### src/rtl/rnd_pkg.sv
package rnd_pkg;

    typedef enum logic [1:0] {
        RM_NEAREST = 2'b00,
        RM_DOWN    = 2'b01,
        RM_UP      = 2'b10,
        RM_ZERO    = 2'b11
    } rmode_e;

    typedef struct packed {
        logic guard;
        logic round;
        logic sticky;
    } grs_t;

    function automatic logic any_lost(grs_t g);
        return g.guard | g.round | g.sticky;
    endfunction

    function automatic logic want_increment(rmode_e m, logic sign, logic lsb, grs_t g);
        logic inc;
        case (m)
            RM_NEAREST: inc = g.guard & (g.round | g.sticky | lsb);
            RM_DOWN:    inc = sign & any_lost(g);
            RM_UP:      inc = ~sign & any_lost(g);
            default:    inc = 1'b0;
        endcase
        return inc;
    endfunction

endpackage

### src/rtl/rnd_grs_extract.sv
module rnd_grs_extract
    import rnd_pkg::*;
#(
    parameter int IN_W  = 8,
    parameter int OUT_W = 4
) (
    input  logic [IN_W-1:0]  sig_i,
    input  logic             sticky_i,
    output logic [OUT_W-1:0] kept_o,
    output grs_t             grs_o
);
    localparam int DROP_W = IN_W - OUT_W;

    assign kept_o      = sig_i[IN_W-1:DROP_W];
    assign grs_o.guard = sig_i[DROP_W-1];
    assign grs_o.round = sig_i[DROP_W-2];

    generate
        if (DROP_W > 2) begin : g_low
            assign grs_o.sticky = (|sig_i[DROP_W-3:0]) | sticky_i;
        end else begin : g_nolow
            assign grs_o.sticky = sticky_i;
        end
    endgenerate
endmodule

### src/rtl/rnd_decide.sv
module rnd_decide
    import rnd_pkg::*;
(
    input  rmode_e mode_i,
    input  logic   sign_i,
    input  logic   lsb_i,
    input  grs_t   grs_i,
    output logic   inc_o,
    output logic   inexact_o
);
    assign inc_o     = want_increment(mode_i, sign_i, lsb_i, grs_i);
    assign inexact_o = any_lost(grs_i);
endmodule

### src/rtl/rnd_increment.sv
module rnd_increment #(
    parameter int OUT_W = 4
) (
    input  logic [OUT_W-1:0] kept_i,
    input  logic             inc_i,
    output logic [OUT_W-1:0] sig_o,
    output logic             carry_o
);
    logic [OUT_W:0] sum;

    always_comb begin
        sum = {1'b0, kept_i} + {{OUT_W{1'b0}}, inc_i};
        if (sum[OUT_W]) begin
            sig_o   = {1'b1, {(OUT_W-1){1'b0}}};
            carry_o = 1'b1;
        end else begin
            sig_o   = sum[OUT_W-1:0];
            carry_o = 1'b0;
        end
    end
endmodule

### src/rtl/round_unit.sv
module round_unit
    import rnd_pkg::*;
#(
    parameter int IN_W  = 8,
    parameter int OUT_W = 4
) (
    input  logic             clk,
    input  logic             rst,
    input  logic             in_valid,
    input  logic             sign_i,
    input  logic [1:0]       mode_i,
    input  logic [IN_W-1:0]  sig_i,
    input  logic             sticky_i,
    output logic             out_valid,
    output logic [OUT_W-1:0] sig_o,
    output logic             carry_o,
    output logic             inexact_o
);
    localparam logic [OUT_W-1:0] OVF_PATTERN = {1'b1, {(OUT_W-1){1'b0}}};

    rmode_e           mode;
    logic [OUT_W-1:0] kept;
    grs_t             grs;
    logic             inc;
    logic             lost;
    logic [OUT_W-1:0] rounded;
    logic             carry;

    assign mode = rmode_e'(mode_i);

    rnd_grs_extract #(.IN_W(IN_W), .OUT_W(OUT_W)) u_grs (
        .sig_i(sig_i), .sticky_i(sticky_i), .kept_o(kept), .grs_o(grs)
    );

    rnd_decide u_dec (
        .mode_i(mode), .sign_i(sign_i), .lsb_i(kept[0]), .grs_i(grs),
        .inc_o(inc), .inexact_o(lost)
    );

    rnd_increment #(.OUT_W(OUT_W)) u_inc (
        .kept_i(kept), .inc_i(inc), .sig_o(rounded), .carry_o(carry)
    );

    always_ff @(posedge clk) begin
        if (rst) begin
            out_valid <= 1'b0;
            sig_o     <= '0;
            carry_o   <= 1'b0;
            inexact_o <= 1'b0;
        end else begin
            out_valid <= in_valid;
            if (in_valid) begin
                sig_o     <= rounded;
                carry_o   <= carry;
                inexact_o <= lost;
            end
        end
    end

    assert_carry_pattern_R6: assert property (@(posedge clk) disable iff (rst)
        carry_o |-> sig_o == OVF_PATTERN);
    assert_exact_no_carry_R8: assert property (@(posedge clk) disable iff (rst)
        (out_valid && !inexact_o) |-> !carry_o);
    assert_trunc_no_inc_R5: assert property (@(posedge clk) disable iff (rst)
        (in_valid && mode == RM_ZERO) |-> !inc);
    assert_down_sign_R3: assert property (@(posedge clk) disable iff (rst)
        (in_valid && mode == RM_DOWN && !sign_i) |-> !inc);
    assert_up_sign_R4: assert property (@(posedge clk) disable iff (rst)
        (in_valid && mode == RM_UP && sign_i) |-> !inc);
    assert_inc_needs_loss_R7: assert property (@(posedge clk) disable iff (rst)
        inc |-> lost);
    assert_tie_even_R2: assert property (@(posedge clk) disable iff (rst)
        (in_valid && mode == RM_NEAREST && inc && !carry) |-> !rounded[0] || grs.round || grs.sticky);
    assert_valid_follow_R9: assert property (@(posedge clk) disable iff (rst)
        in_valid |=> out_valid);
    assert_valid_drop_R9: assert property (@(posedge clk) disable iff (rst)
        !in_valid |=> !out_valid && $stable(sig_o));
endmodule

### config.mk
export PLATFORM = sky130hd
export DESIGN_NAME = round_unit
export DESIGN_NICKNAME = d
export VERILOG_FILES = /design/src/rtl/rnd_pkg.sv /design/src/rtl/rnd_grs_extract.sv /design/src/rtl/rnd_decide.sv /design/src/rtl/rnd_increment.sv /design/src/rtl/round_unit.sv
export SDC_FILE = /design/constraint.sdc
export NUM_CORES = 1
export LEC_CHECK = 0
export ABC_AREA = 0
export BUFFER_PORTS_ARGS = -buffer_cell sky130_fd_sc_hd__clkbuf_2
export CAP_MARGIN = 30
export CORE_MARGIN = 3
export CORE_UTILIZATION = 25
export CTS_CLUSTER_SIZE = 25
export DETAILED_ROUTE_END_ITERATION = 10
export GPL_ROUTABILITY_DRIVEN = 0
export PLACE_DENSITY = 0.54
export SLEW_MARGIN = 10
export SYNTH_ARGS = -nofsm -noshare
export SYNTH_HDL_FRONTEND = slang
export SYNTH_HIERARCHICAL = 1
export SYNTH_SLANG_ARGS = --single-unit
### constraint.sdc
create_clock -name clk -period 3.8 [get_ports clk]
set_input_delay 0.57 -clock clk [delete_from_list [all_inputs] [get_ports clk]]
set_output_delay 0.57 -clock clk [all_outputs]
set_load 0.005 [all_outputs]
* Word level (Yosys, flattened, before mapping)
Cells that the tools add are included.
Word-level totals: input port bits 15, register bits after elaboration 7, output and inout bits 7
Cells by class: bitwise logic cells 9, add/subtract/negate cells 1, equal/unequal tests 2, reductions and logical operators 2, muxes and demuxes 3
Operators by type and width (number):
- 4-bit by 1-bit adder with 5-bit output | 1
- 1-bit bitwise OR | 5
- 4-bit two-way mux | 1
- 1-bit AND | 3
- 1-bit one-hot mux with 3 select lines | 1
- 2-bit by 1-bit == test with 1-bit output (second input constant) | 1
- 2-bit == test (second input constant) | 1
- 2-bit logical NOT | 1
- 2-bit OR reduction | 1
- 1-bit two-way mux | 1
- 1-bit inverter | 1

* Depth between registers and ports, before layout
depth in word-level cells 8, depth in mapped cells 11, mapped depth without buffers 11

* Modules after synthesis
The synthesis kept the hierarchy.
Modules (own cells, without submodules):
- round_unit | cells each 21, times used 1, seq. area each 140.1 µm², area each 240.2 µm²
- rnd_decide | cells each 14, times used 1, seq. area each 0.0 µm², area each 100.1 µm²
- rnd_increment | cells each 10, times used 1, seq. area each 0.0 µm², area each 80.1 µm²
- rnd_grs_extract | cells each 7, times used 1, seq. area each 0.0 µm², area each 51.3 µm²

* Worst setup path after synthesis
No wires, ideal clock.
path type input to register, start input sig_i[1], end register sig_o[3], cell stages on the path 10, arrival time 2188 ps, buffers on the path 0, path slack 1497 ps, cell sequence or3_1 > nor3_1 > o32ai_1 > o21a_1 > ha_1 > ha_1 > and4b_1 > a21oi_2 > mux2i_1 > nor2_1
Between the ends: cells in the longest elaborated chain, start to end 8, elaborated cells between the ends (all ways) 11, classes of those cells add/sub: 1; mux: 2; bitwise: 7; reduce/logical: 1
Ends and longest elaborated chain:
- start: declaration | RTL line round_unit.sv:12 | input logic [IN_W-1:0] sig_i,
- 2-bit OR reduction * | RTL line rnd_grs_extract.sv:20 | assign grs_o.sticky = (|sig_i[DROP_W-3:0]) | sticky_i;
- 1-bit bitwise OR * | RTL line rnd_grs_extract.sv:20
- 1-bit bitwise OR (2 in a row) | RTL line rnd_pkg.sv:23 | RM_NEAREST: inc = g.guard & (g.round | g.sticky | lsb);
- 1-bit AND | RTL line rnd_pkg.sv:23
- 1-bit one-hot mux with 3 select lines * | RTL line rnd_pkg.sv:22 | case (m)
- named net inc | RTL line round_unit.sv:24 | logic inc;
- 4-bit by 1-bit adder with 5-bit output * | RTL line rnd_increment.sv:12 | sum = {1'b0, kept_i} + {{OUT_W{1'b0}}, inc_i};
- 4-bit two-way mux * | RTL line rnd_increment.sv:13 | if (sum[OUT_W]) begin
- named net rounded[3] | RTL line round_unit.sv:26 | logic [OUT_W-1:0] rounded;
- end signal: assignment | RTL line round_unit.sv:53 | sig_o <= rounded;
- end: declaration | RTL line round_unit.sv:15 | output logic [OUT_W-1:0] sig_o,
The timed path passes the listed nets; every way through them passes the cells marked *. A chain may end at the register's enable or synchronous reset.

==> results.md <==
• outcome: finished clean
• min cycle time layout: 2252 ps
• share of cells above drive strength 1: 0.3571
• syn_nets: 72
• pin count of the biggest net entering global routing: 8
• register area share after synthesis: 0.2971
• Die Ht: 49.44 µm
• CTS Root Cell: sky130_fd_sc_hd__clkbuf_4
• instance area at placement: 551.8 µm²
• clock latency of the later-clocked register in the worst-skew pair: 240 ps
• count of placed standard cells including taps: 91
• post-detailed-route wirelength per cell: 9.042 µm
• overall die area: 2444 µm²
• setup slack of the critical path after layout: 1548 ps
• Core Box Area: 1745 µm²
• Post-synth top flop: sky130_fd_sc_hd__dfxtp_1
• Max IR drop VDD: 0.1677 mV
• sum of negative setup slack: 0 ps
• Port-buffer cells: 21
• power share of the sequential group: 0.442
• via count of the routed design: 379
• maxcap violations: 0
• Row Count: 15
• PostCTS Resize Cnt: 0
• relative contribution of combinational cells to total power: 0.205
• syn_area_per_cell: 9.071 µm²
• net switching power of the design: 44.09 µW
• worst clock skew: 0 ps
• timing startpoint of the critical path: sig_i[1]
• clock tree from TritonCTS: done
• ys async rst share: 0
• number of vias per cell: 3.989
• post-detailed-routing wire length: 859 µm
• final non-filler cell total: 95
• crit share post-route: 0.5926
• slew of the pin with the lowest slew margin: 221.1 ps
• initial antenna violation count: 0
• CTS Buffer Depth: 2
• arrival time worst endpoint: 2390 ps
• overflow left after global routing: 0
• maximum operating frequency: 444.1 MHz
• cell types with the largest area share after synthesis: sky130_fd_sc_hd__dfxtp_1 (30%), sky130_fd_sc_hd__ha_1 (13%), sky130_fd_sc_hd__mux2i_1 (13%)
• largest area contributor in the netlist: sky130_fd_sc_hd__dfxtp_1
• PD cells: 315.2 nW/µm²
• first-pass GRT wire length: 1469 µm
• Area growth syn-to-layout: 22.55%
• router iterations before antenna repair: 1
• drt initial violations: 0
• post-cts hold buffer count: 0
• number of standard cells after synthesis: 52
• Setup violations, final: 0
• number of hold violations in the final report: 0
• relative slew slack: 0.8522
• Yosys top cell area share: 0.2971
• TritonCTS Sinks: 7
• Tightest Hold Check Type: reg -> reg
• CP Capture Type: flip-flop
• fin. max-slew vios: 0
• via count of the first global-routing pass: 381
• CP Max Fanout: 3
• leakage: 0.0003087 µW
• switching power as a share of total power: 0.2420
• hold wc startpoint: carry_o
• setup repair after global routing missed its margin: no
• # Post-CTS Setup Buffers: 0
• number of distinct library cell variants in the gate-level netlist after synthesis: 20
• GRT Util Overall: 0.08028
• part of the power in the clock network: 0.353
• post-layout util: 0.3312
• type of the setup path with the least slack: in -> reg
• residual DRC count: 0
• antenna diode count: 0
• width of the chip: 49.44 µm
• io pins: 22
• Initial Util: 0.2703
• Post-Place Setup Slack: 1277 ps
• flip-flop and latch count after synthesis: 7
• Post-Syn Area: 471.7 µm²
• area of all placed cells without fillers: 578.1 µm²
• worst path required time: 3930 ps
• start of the worst register-to-register path: sig_o[1]
• launching element type of the critical path: input pin
• P_int: 138.1 µW
• Synth Warn #: 6
• number of nets in the finished design: 91
• total CTS buffers: 3
• hpwl dp: 715.3 µm
• antenna violation net count after detailed routing: 0
• number of enable-type register cells in the synthesized netlist: 0
• number of H-tree branching levels: 1
• clock-pin slew on the worst setup and hold paths: 50 ps
kinds of logic (layout without fill, tap and decap cells):
| logic type | count (synthesis) | after routing | synth area share |
|---|---|---|---|
| AO/OA/AOI/OAI | 4 | 4 | 0.06633 |
| XOR/XNOR | 2 | 2 | 0.03714 |
| adder cells (fa/ha/maj) | 5 | 5 | 0.1326 |
| buffers and inverters | 11 | 29 | 0.1512 |
| AND/OR/NAND/NOR | 17 | 17 | 0.1883 |
| multiplexers | 6 | 6 | 0.1273 |
| flip-flops | 7 | 7 | 0.2971 |
flip-flops by register name (all words and copies together), names as in the netlist:
signal	count
out_valid	1
inexact_o	1
carry_o	1
sig_o	4
path summary, 6_finish.rpt:
path | end | slack (ps) | cells after the start
max | sig_o[3] | 1550 | 11
min reg2reg | carry_o | 490 | 2
min | carry_o | 490 | 2
max reg2reg | sig_o[1] | 3210 | 2
per-layer routing:
layer | track usage | wire length [µm]
met3 | 0.04893 | 71
met4 | 0.02765 | 12
met5 | 0 | 0
met1 | 0.09124 | 394
met2 | 0.1228 | 380
synth_stat cells, types with 2 or more instances:
library cell	number
sky130_fd_sc_hd__dfxtp_1	7
sky130_fd_sc_hd__buf_4	6
sky130_fd_sc_hd__nor3_1	2
sky130_fd_sc_hd__inv_1	4
sky130_fd_sc_hd__mux2i_1	6
sky130_fd_sc_hd__ha_1	5
sky130_fd_sc_hd__and2_1	2
sky130_fd_sc_hd__nor2_1	7
sky130_fd_sc_hd__or3_1	2
through the flow:
| stage | power [µW] | hold slack, ps |
|---|---|---|
| after floorplan | 109.0 | 485.0 |
| after global placement | 119.2 | 474.9 |
| after detailed placement | 119.8 | 487.7 |
| after CTS | 187.2 | 499.9 |
| after global routing | 197.3 | 536.1 |
| final | 182.2 | 489.2 |
cell type report:
type                       count  area (µm²)
sequential                     7       140.1
tap                           25       31.28
timing repair buffer          21       105.1
fill                         200        1167
multi-input combinational     34       260.3
clock buffer                   4       26.28
inverter                       4       15.01
power by group through the flow:
stage | clock, µW | combinational (µW) | sequential (µW)
finish | 64.4 | 37.4 | 80.5
floorplan | 0 | 26.7 | 82.3
global placement | 0 | 37.4 | 81.7
detailed placement | 0 | 37.9 | 82.0
CTS | 68.3 | 38.4 | 80.5
global route | 72.9 | 43.5 | 80.9
layout by cell type (no fill, tap or decap):
master                      n
sky130_fd_sc_hd__mux2i_1    6
sky130_fd_sc_hd__nand2b_1   1
sky130_fd_sc_hd__and2_1     2
sky130_fd_sc_hd__clkbuf_4   3
sky130_fd_sc_hd__a31oi_1    1
sky130_fd_sc_hd__nor2b_1    1
sky130_fd_sc_hd__clkbuf_1   1
sky130_fd_sc_hd__xnor2_1    1
sky130_fd_sc_hd__nor3_1     2
sky130_fd_sc_hd__inv_1      4
sky130_fd_sc_hd__nor2_1     7
sky130_fd_sc_hd__clkbuf_2  21
sky130_fd_sc_hd__a21oi_2    1
sky130_fd_sc_hd__or3_1      2
sky130_fd_sc_hd__nand3_1    1
sky130_fd_sc_hd__dfxtp_1    7
sky130_fd_sc_hd__o21a_1     1
sky130_fd_sc_hd__xor2_1     1
sky130_fd_sc_hd__and4b_1    1
sky130_fd_sc_hd__ha_1       5
sky130_fd_sc_hd__o32ai_1    1
worst max-delay path: stages:
cell and delay (ps):
sky130_fd_sc_hd__clkbuf_2 70, sky130_fd_sc_hd__or3_1 400, sky130_fd_sc_hd__nor3_1 200, sky130_fd_sc_hd__o32ai_1 100, sky130_fd_sc_hd__o21a_1 120, sky130_fd_sc_hd__ha_1 200
sky130_fd_sc_hd__ha_1 220, sky130_fd_sc_hd__and4b_1 270, sky130_fd_sc_hd__a21oi_2 60, sky130_fd_sc_hd__mux2i_1 130, sky130_fd_sc_hd__nor2_1 60
(Power assumes the default switching activity.)
